[config.mk]
export PLATFORM = sky130hd
export DESIGN_NAME = dma_stream_monitor
export DESIGN_NICKNAME = d
export VERILOG_FILES = /design/src/rtl/dma_stream_monitor.sv
export SDC_FILE = /design/constraint.sdc
export NUM_CORES = 1
export LEC_CHECK = 0
export BUFFER_PORTS_ARGS = -buffer_cell sky130_fd_sc_hd__buf_2
export CAP_MARGIN = 10
export CORE_MARGIN = 2
export CORE_UTILIZATION = 51
export DETAILED_ROUTE_END_ITERATION = 7
export GPL_ROUTABILITY_DRIVEN = 0
export PLACE_DENSITY = 0.77
export RECOVER_POWER = 25
export SYNTH_ARGS = -nofsm -noshare
export SYNTH_HDL_FRONTEND = slang
export SYNTH_SLANG_ARGS = --single-unit
[constraint.sdc]
create_clock -name clk -period 2.5 [get_ports clk]
set_input_delay 0.125 -clock clk [delete_from_list [all_inputs] [get_ports clk]]
set_output_delay 0.125 -clock clk [all_outputs]
set_load 0.02 [all_outputs]
[src/rtl/dma_stream_monitor.sv]
module dma_stream_monitor #(
  parameter int CNT_W   = 16,
  parameter int OVR_LIM = 2
) (
  input  logic             clk,
  input  logic             rst_n,
  input  logic             sw_en_wr,
  input  logic             sw_en_val,
  input  logic [CNT_W-1:0] xfer_len,
  input  logic [1:0]       dir_sel,
  input  logic             direct_mode,
  input  logic             mem_inc,
  input  logic             dbl_buf,
  input  logic             cur_tgt,
  input  logic [1:0]       fifo_thr,
  input  logic [1:0]       burst_sel,
  input  logic [1:0]       mem_size,
  input  logic             eng_busy,
  input  logic             item_done,
  input  logic             rd_bus_err,
  input  logic             wr_bus_err,
  input  logic             fifo_under,
  input  logic             fifo_over,
  input  logic             per_req,
  input  logic             mem_gnt,
  input  logic             addr0_wr,
  input  logic             addr1_wr,
  input  logic [4:0]       flag_clr,
  input  logic [4:0]       irq_en,
  output logic [4:0]       flags,
  output logic             irq,
  output logic             en_rd,
  output logic             force_dis
);

  localparam int PW = $clog2(OVR_LIM + 1);
  localparam logic [1:0] S_OFF = 2'd0, S_RUN = 2'd1, S_STOP = 2'd2;
  localparam logic [PW-1:0] PC_MAX = PW'(OVR_LIM);

  logic [1:0]       state;
  logic [CNT_W-1:0] done_cnt, len_q;
  logic [PW-1:0]    pend;
  logic             active, start, incompat;

  assign active = (state != S_OFF);
  assign en_rd  = active;
  assign start  = sw_en_wr && sw_en_val && (state == S_OFF);

  logic [2:0] size_log, beat_log, burst_log;
  logic [6:0] thr_bytes, burst_mask;
  assign size_log   = (mem_size == 2'd0) ? 3'd0 : (mem_size == 2'd1) ? 3'd1 : 3'd2;
  assign beat_log   = (burst_sel == 2'd0) ? 3'd0 : (burst_sel == 2'd1) ? 3'd2 :
                      (burst_sel == 2'd2) ? 3'd3 : 3'd4;
  assign burst_log  = size_log + beat_log;
  assign thr_bytes  = {3'd0, ({2'b00, fifo_thr} + 4'd1), 2'b00} >> 2 << 2;
  assign burst_mask = (7'd1 << burst_log) - 7'd1;
  assign incompat   = !direct_mode && ((thr_bytes & burst_mask) != 7'd0);

  logic [CNT_W:0] cnt_inc, half_mark;
  logic           item_ok, set_ht, set_tc;
  assign cnt_inc   = {1'b0, done_cnt} + 1'b1;
  assign half_mark = ({1'b0, len_q} + 1'b1) >> 1;
  assign item_ok   = active && item_done && (done_cnt < len_q);
  assign set_ht    = item_ok && (cnt_inc == half_mark);
  assign set_tc    = item_ok && (cnt_inc == {1'b0, len_q});

  logic dm_on, p2m, m2p, up, dn, dm_err, dm_ovr, dm_und;
  assign p2m    = (dir_sel == 2'b00);
  assign m2p    = (dir_sel == 2'b01);
  assign dm_on  = active && direct_mode && (p2m || m2p);
  assign up     = p2m ? per_req : mem_gnt;
  assign dn     = p2m ? mem_gnt : per_req;
  assign dm_err = dm_on && p2m && !mem_inc && per_req && (pend != '0);
  assign dm_ovr = dm_on && p2m && per_req && (pend == PC_MAX);
  assign dm_und = dm_on && m2p && per_req && (pend == '0);

  logic set_te, set_fe;
  logic [4:0] set_vec;
  assign set_te = active && (rd_bus_err || wr_bus_err ||
                  (dbl_buf && ((addr0_wr && !cur_tgt) || (addr1_wr && cur_tgt))));
  assign set_fe = (start && incompat) || dm_ovr || dm_und ||
                  (active && (fifo_under || (fifo_over && !dir_sel[1])));
  assign set_vec = {dm_err, set_fe, set_te, set_tc, set_ht};

  assign irq = |(flags & irq_en);

  always_ff @(posedge clk or negedge rst_n) begin
    if (!rst_n) begin
      state     <= S_OFF;
      done_cnt  <= '0;
      len_q     <= '0;
      pend      <= '0;
      flags     <= '0;
      force_dis <= 1'b0;
    end else begin
      flags     <= (flags & ~flag_clr) | set_vec;
      force_dis <= start && incompat;
      if (item_ok) done_cnt <= cnt_inc[CNT_W-1:0];
      if (dm_on) begin
        if (up && !dn && pend != PC_MAX) pend <= pend + 1'b1;
        else if (dn && !up && pend != '0) pend <= pend - 1'b1;
      end
      case (state)
        S_OFF:
          if (start && !incompat) begin
            state    <= S_RUN;
            len_q    <= xfer_len;
            done_cnt <= '0;
            pend     <= '0;
          end
        S_RUN:
          if (sw_en_wr && !sw_en_val) state <= S_STOP;
        default:
          if (!eng_busy) state <= S_OFF;
      endcase
    end
  end

endmodule


# Word-level counts from Yosys, hierarchy flattened
# Index checks and enable logic that the tools add are counted.
[classes]
add_sub_neg = 7
n_lt_le_gt_ge = 1
eq_ne = 12
shifts = 1
muxes = 19
bitwise = 5
reduce_logical = 58
[op_table]
columns = ["op", "count"]
rows = [
  ["16-bit two-way mux", 3],
  ["16-bit by 1-bit adder with 17-bit output (second input constant)", 2],
  ["17-bit by 16-bit equality test with 1-bit output", 2],
  ["1-bit logical AND", 31],
  ["2-bit two-way mux", 10],
  ["16-bit < comparator", 1],
  ["5-bit AND", 2],
  ["2-bit zero test", 5],
  ["3-bit two-way mux", 3],
  ["2-bit by 1-bit equality test with 1-bit output (second input constant)", 4],
  ["1-bit zero test", 8],
  ["1-bit logical OR", 8],
  ["5-bit by 7-bit AND with 7-bit output", 1],
  ["7-bit nonzero test", 1],
  ["1-bit by 3-bit left shift with 7-bit output (first input constant)", 1],
  ["7-bit by 1-bit subtractor with 7-bit output (second input constant)", 1],
  ["5-bit inverter", 1],
  ["5-bit OR", 1],
  ["5-bit OR reduction", 1],
  ["2-bit equality test (second input constant)", 2],
  ["2-bit != test (second input constant)", 2],
  ["2-bit one-hot mux with 2 select lines", 1],
  ["2-bit nonzero test", 2],
  ["2-bit by 1-bit adder with 3-bit output (second input constant)", 1],
  ["8 further kinds", 9],
]
[totals]
reg_bits = 42
inputBits = 52
output_inout_bits = 8
word_cells = 109

# Depth between registers and ports, before layout
[logic_depth]
word_depth = 15
ltp_mapped = 12
mapped_depth_nobuf = 11

# Least setup slack after synthesis
# No wires, ideal clock.
[synth_timing]
kind = "register -> register"
startpoint = "reg done_cnt[10]"
endpoint = "reg flags[0]"
setup_ns = 0.096
t_arrival_ns = 2.317
required_ns = 2.404
slack_ns = 0.088
stages_incl_launch_ff = 10
path_buffers = 2
synth_period_minus_slack_ns = 2.412
path_cell_list = "dfrtp_1 -> ha_1 -> and3_1 -> o311a_1 -> a211oi_1 -> o21a_1 -> clkbuf_1 -> buf_2 -> nand2_1 -> o32ai_2"
[synth_between]
elab_chain_len = 4
word_cells_on_any_way = 6
classes_between = "add/sub (1); order compare (1); eq/ne (1); bitwise (1); reduce/logical (2)"
[synth_rtl]
columns = ["item", "line_no", "source"]
rows = [
  ["from (decl)", "41", "logic [CNT_W-1:0] done_cnt, len_q;"],
  ["from (signal assigned)", "98", "if (item_ok) done_cnt <= cnt_inc[CNT_W-1:0];"],
  ["16-bit by 1-bit adder with 17-bit output or 16-bit < comparator (tied branches)", "61, 63", ""],
  ["17-bit by 16-bit equality test with 1-bit output or 1-bit logical AND (tied branches)", "64, 63", ""],
  ["1-bit logical AND *", "64", "assign set_ht = item_ok && (cnt_inc == half_mark);"],
  ["5-bit OR *", "96", "flags <= (flags & ~flag_clr) | set_vec;"],
  ["to (signal assigned)", "96", ""],
  ["to (decl)", "30", "output logic [4:0] flags,"],
]
# Every way passes the cells marked *; elsewhere a longest branch is shown, timed or not.
# A chain may end at the register's enable or synchronous reset.

# Worst setup path after layout
[layout_timing]
startpoint = "reg len_q[10]"
endpoint = "reg flags[0]"
[layout_between]
elab_chain_len = 4
word_cells_on_any_way = 6
classes_between = "add/sub (1); order compare (1); eq/ne (1); bitwise (1); reduce/logical (2)"
[layout_rtl]
columns = ["item", "line_no", "source"]
rows = [
  ["from (decl)", "41", ""],
  ["from (signal assigned)", "107", "len_q <= xfer_len;"],
  ["16-bit by 1-bit adder with 17-bit output or 16-bit < comparator (tied branches)", "62, 63", ""],
  ["17-bit by 16-bit equality test with 1-bit output or 1-bit logical AND (tied branches)", "64, 63", ""],
  ["1-bit logical AND *", "64", ""],
  ["5-bit OR *", "96", ""],
]
# Marks and branches as above.

==> run summary <==
Outcome: finished, final reports clean
R2R depth: 9
Max FO, Critical Path: 10
Total power: 2.94 mW
Async SR Flop Fraction: 100%
Num ports: 60
Max frequency: 423 MHz
Period utilization: 94.6%
Final WL: 8060 um
Sequential-to-total area share from yosys stat: 32.0%
Std-Cell Core Area: 0.00628 mm^2
Commonest cells in the synthesized netlist: xnor2_1 (53), dfrtp_1 (42), nand2_1 (38)
Crit path kind: register to register
Worst slack, placed: 0.109 ns
Initial Utilization: 52.3%
Reg-to-Reg End: flags[0]
All-layer global routing usage: 24.2%
PD cells: 751 mW/mm^2
PortBufs: 59
Final setup slack of the worst path: 0.135 ns
EDFF count, synth: 0
Max stage delay on crit path: 0.42 ns
CP Launch Type: register
Drt via density: 5.55
Top cells by area, synth: dfrtp_1 (32%), xnor2_1 (14%), ha_1 (9.2%)
Final min period: 2.37 ns
Ys flop type: dfrtp_1
Post-synth top area share: 32.0%
Maximum vdd ir drop: 0.608 mV
Final hold vios: 0
CTS tree: built
Critical path capture point type: register
Placed insts: 518
First-pass GRT wire length: 14000 um
DR vias: 2913
Syn nets: 445
Count leader, synth: xnor2_1
Crit path DAT: 2.58 ns
Layout Nets: 526
FF-to-FF setup slack: 0.13 ns
Buf/Inv on CP: 2
Die width: 84.2 um
DP Wirelength: 6430 um
Least-Margin Pin Slew: 1.07 ns
Worst-path clk slew: 0.09 ns
Die Ht: 84.2 um
Setup crit end: flags[0]
Flops & latches, synth: 42
Required time of the worst setup path: 2.71 ns
Slew headroom: 28.7%
Remaining DRCs: 0
Max Root-Sink Buffers: 2
Largest net degree at the start of global routing: 43
Final clock skew: 0.0118 ns
Finished Layout Cells: 525
Vias in the first global route: 2940
Synth area leader: dfrtp_1
CTS buffer count: 5
Clk sinks: 42
Leak pwr: 1.76 nW
Die area: 0.00709 mm^2
Mapped Cells: 368
CP cell instances: inv_1, ha_1, and3_1, o311a_1, a211oi_1, o21a_1, buf_4, nand2_1, o32ai_2
Postcts setup bufs: 0
Max Cap Violations: 0
Initial DRC count: 130
Max stage delay cell, worst path: dfrtp_1
Crit. path cell count: 9
Share of cells above drive strength 1: 22.1%
Cell Area, Synth: 0.00328 mm^2
Worst-Skew Late Latency: 0.30 ns
Crit path launch: len_q[10]
Area growth from synthesis to layout: 19.5%
Antenna violations before repair: 0
Wire per inst: 15.4 um
Rows: 29
Synthesized area per cell: 8.91 um^2
Grt ovf: 0
Largest delay share family, worst path: compound AO/OA/AOI/OAI gates
Synth Warn #: 0
Yosys cell types: 48
Worst hold path type: input pin to register
Setup TNS: 0 ns
Root buf cell: clkbuf_8
Htree depth: 2
Final Setup Violations: 0
WHS: 0.0120 ns
DRT antenna net count: 0
Worst reg2reg startpoint: len_q[10]
Fin. max-slew vios: 0
Antenna cells: 0
DR pass1 iterations: 5
[how the worst min path moves through the flow]
stage | start | to | slack [ns] | depth (start not counted)
after floorplan | rst_n | done_cnt[0] | -0.17 | 0
after CTS | mem_inc | flags[4] | 0.0005 | 2
after global routing | mem_inc | flags[4] | 0.009 | 2
after detailed placement | mem_inc | flags[4] | 0.31 | 2
after global placement | rst_n | len_q[13] | 0.31 | 1
final | mem_inc | flags[4] | 0.01 | 2
[cells by family after synthesis]
family          after synthesis  share of synthesized area (%)
mux                           7                           2.25
buf+inv                      39                           4.61
simple gates                134                           21.4
flops                        42                           32.0
compound gates               45                           9.23
fa+ha+maj                    25                           9.76
xor+xnor                     76                           20.7
[what timing repair did]
action	4_1_cts	5_1_grt
gates resized for setup	0	6
hold endpoints to repair	9	0
setup endpoints to repair	0	1
hold buffers	1	0
[per-stage QoR]
| stage | area, um^2 | util (%) |
|---|---|---|
| final | 3920 | 62.4 |
| after global routing | 3920 | 62.4 |
| after CTS | 3910 | 62.2 |
| after detailed placement | 3810 | 60.7 |
| after global placement | 3810 | 60.7 |
| after floorplan | 3280 | - |
[per-layer routing]
| layer | up-vias | part of all wire [%] | GRT usage [%] |
|---|---|---|---|
| met1 | 1381 | 45 | 32.4 |
| met3 | 19 | 4.8 | 3.83 |
| li1 | 1429 | - | - |
| met4 | 0 | 1.8 | 6.60 |
| met5 | - | 0 | 0 |
| met2 | 84 | 48 | 40.9 |
[state kept, by name (all words and copies together), names as in the netlist]
| signal | flops |
|---|---|
| done_cnt | 16 |
| flags | 5 |
| state | 2 |
| pend | 2 |
| len_q | 16 |
| force_dis | 1 |
[placed cells by master (no fill, tap or decap), types with 3 or more instances in the layout]
master / count
o21ai_0: 19
dfrtp_2: 3
nand2_1: 38
mux2_2: 3
nand3_1: 14
inv_1: 29
nor4_1: 5
nand2b_1: 4
a211oi_1: 3
xor2_1: 22
buf_4: 24
a21oi_1: 3
buf_2: 52
clkbuf_1: 6
nor3_1: 9
mux2i_1: 4
nor2_1: 30
dfrtp_1: 39
clkbuf_8: 6
xnor2_1: 53
o22ai_1: 3
ha_1: 24
and4_1: 3
nand4_1: 12
[report_power, final]
part           internal, mW  switching (mW)
registers             0.851           0.186
clock network         0.213           0.233
logic                 0.665           0.795
[area by class of cell]
cell class / instances / area (um^2)
clock buffer: 6 / 82.6
fill: 556 / 2360
timing repair buffer: 84 / 478
multi-input combinational: 287 / 2100
inverter: 29 / 109
tap: 77 / 96.3
sequential: 42 / 1050
No activity file was read; power rests on OpenSTA's default activity.
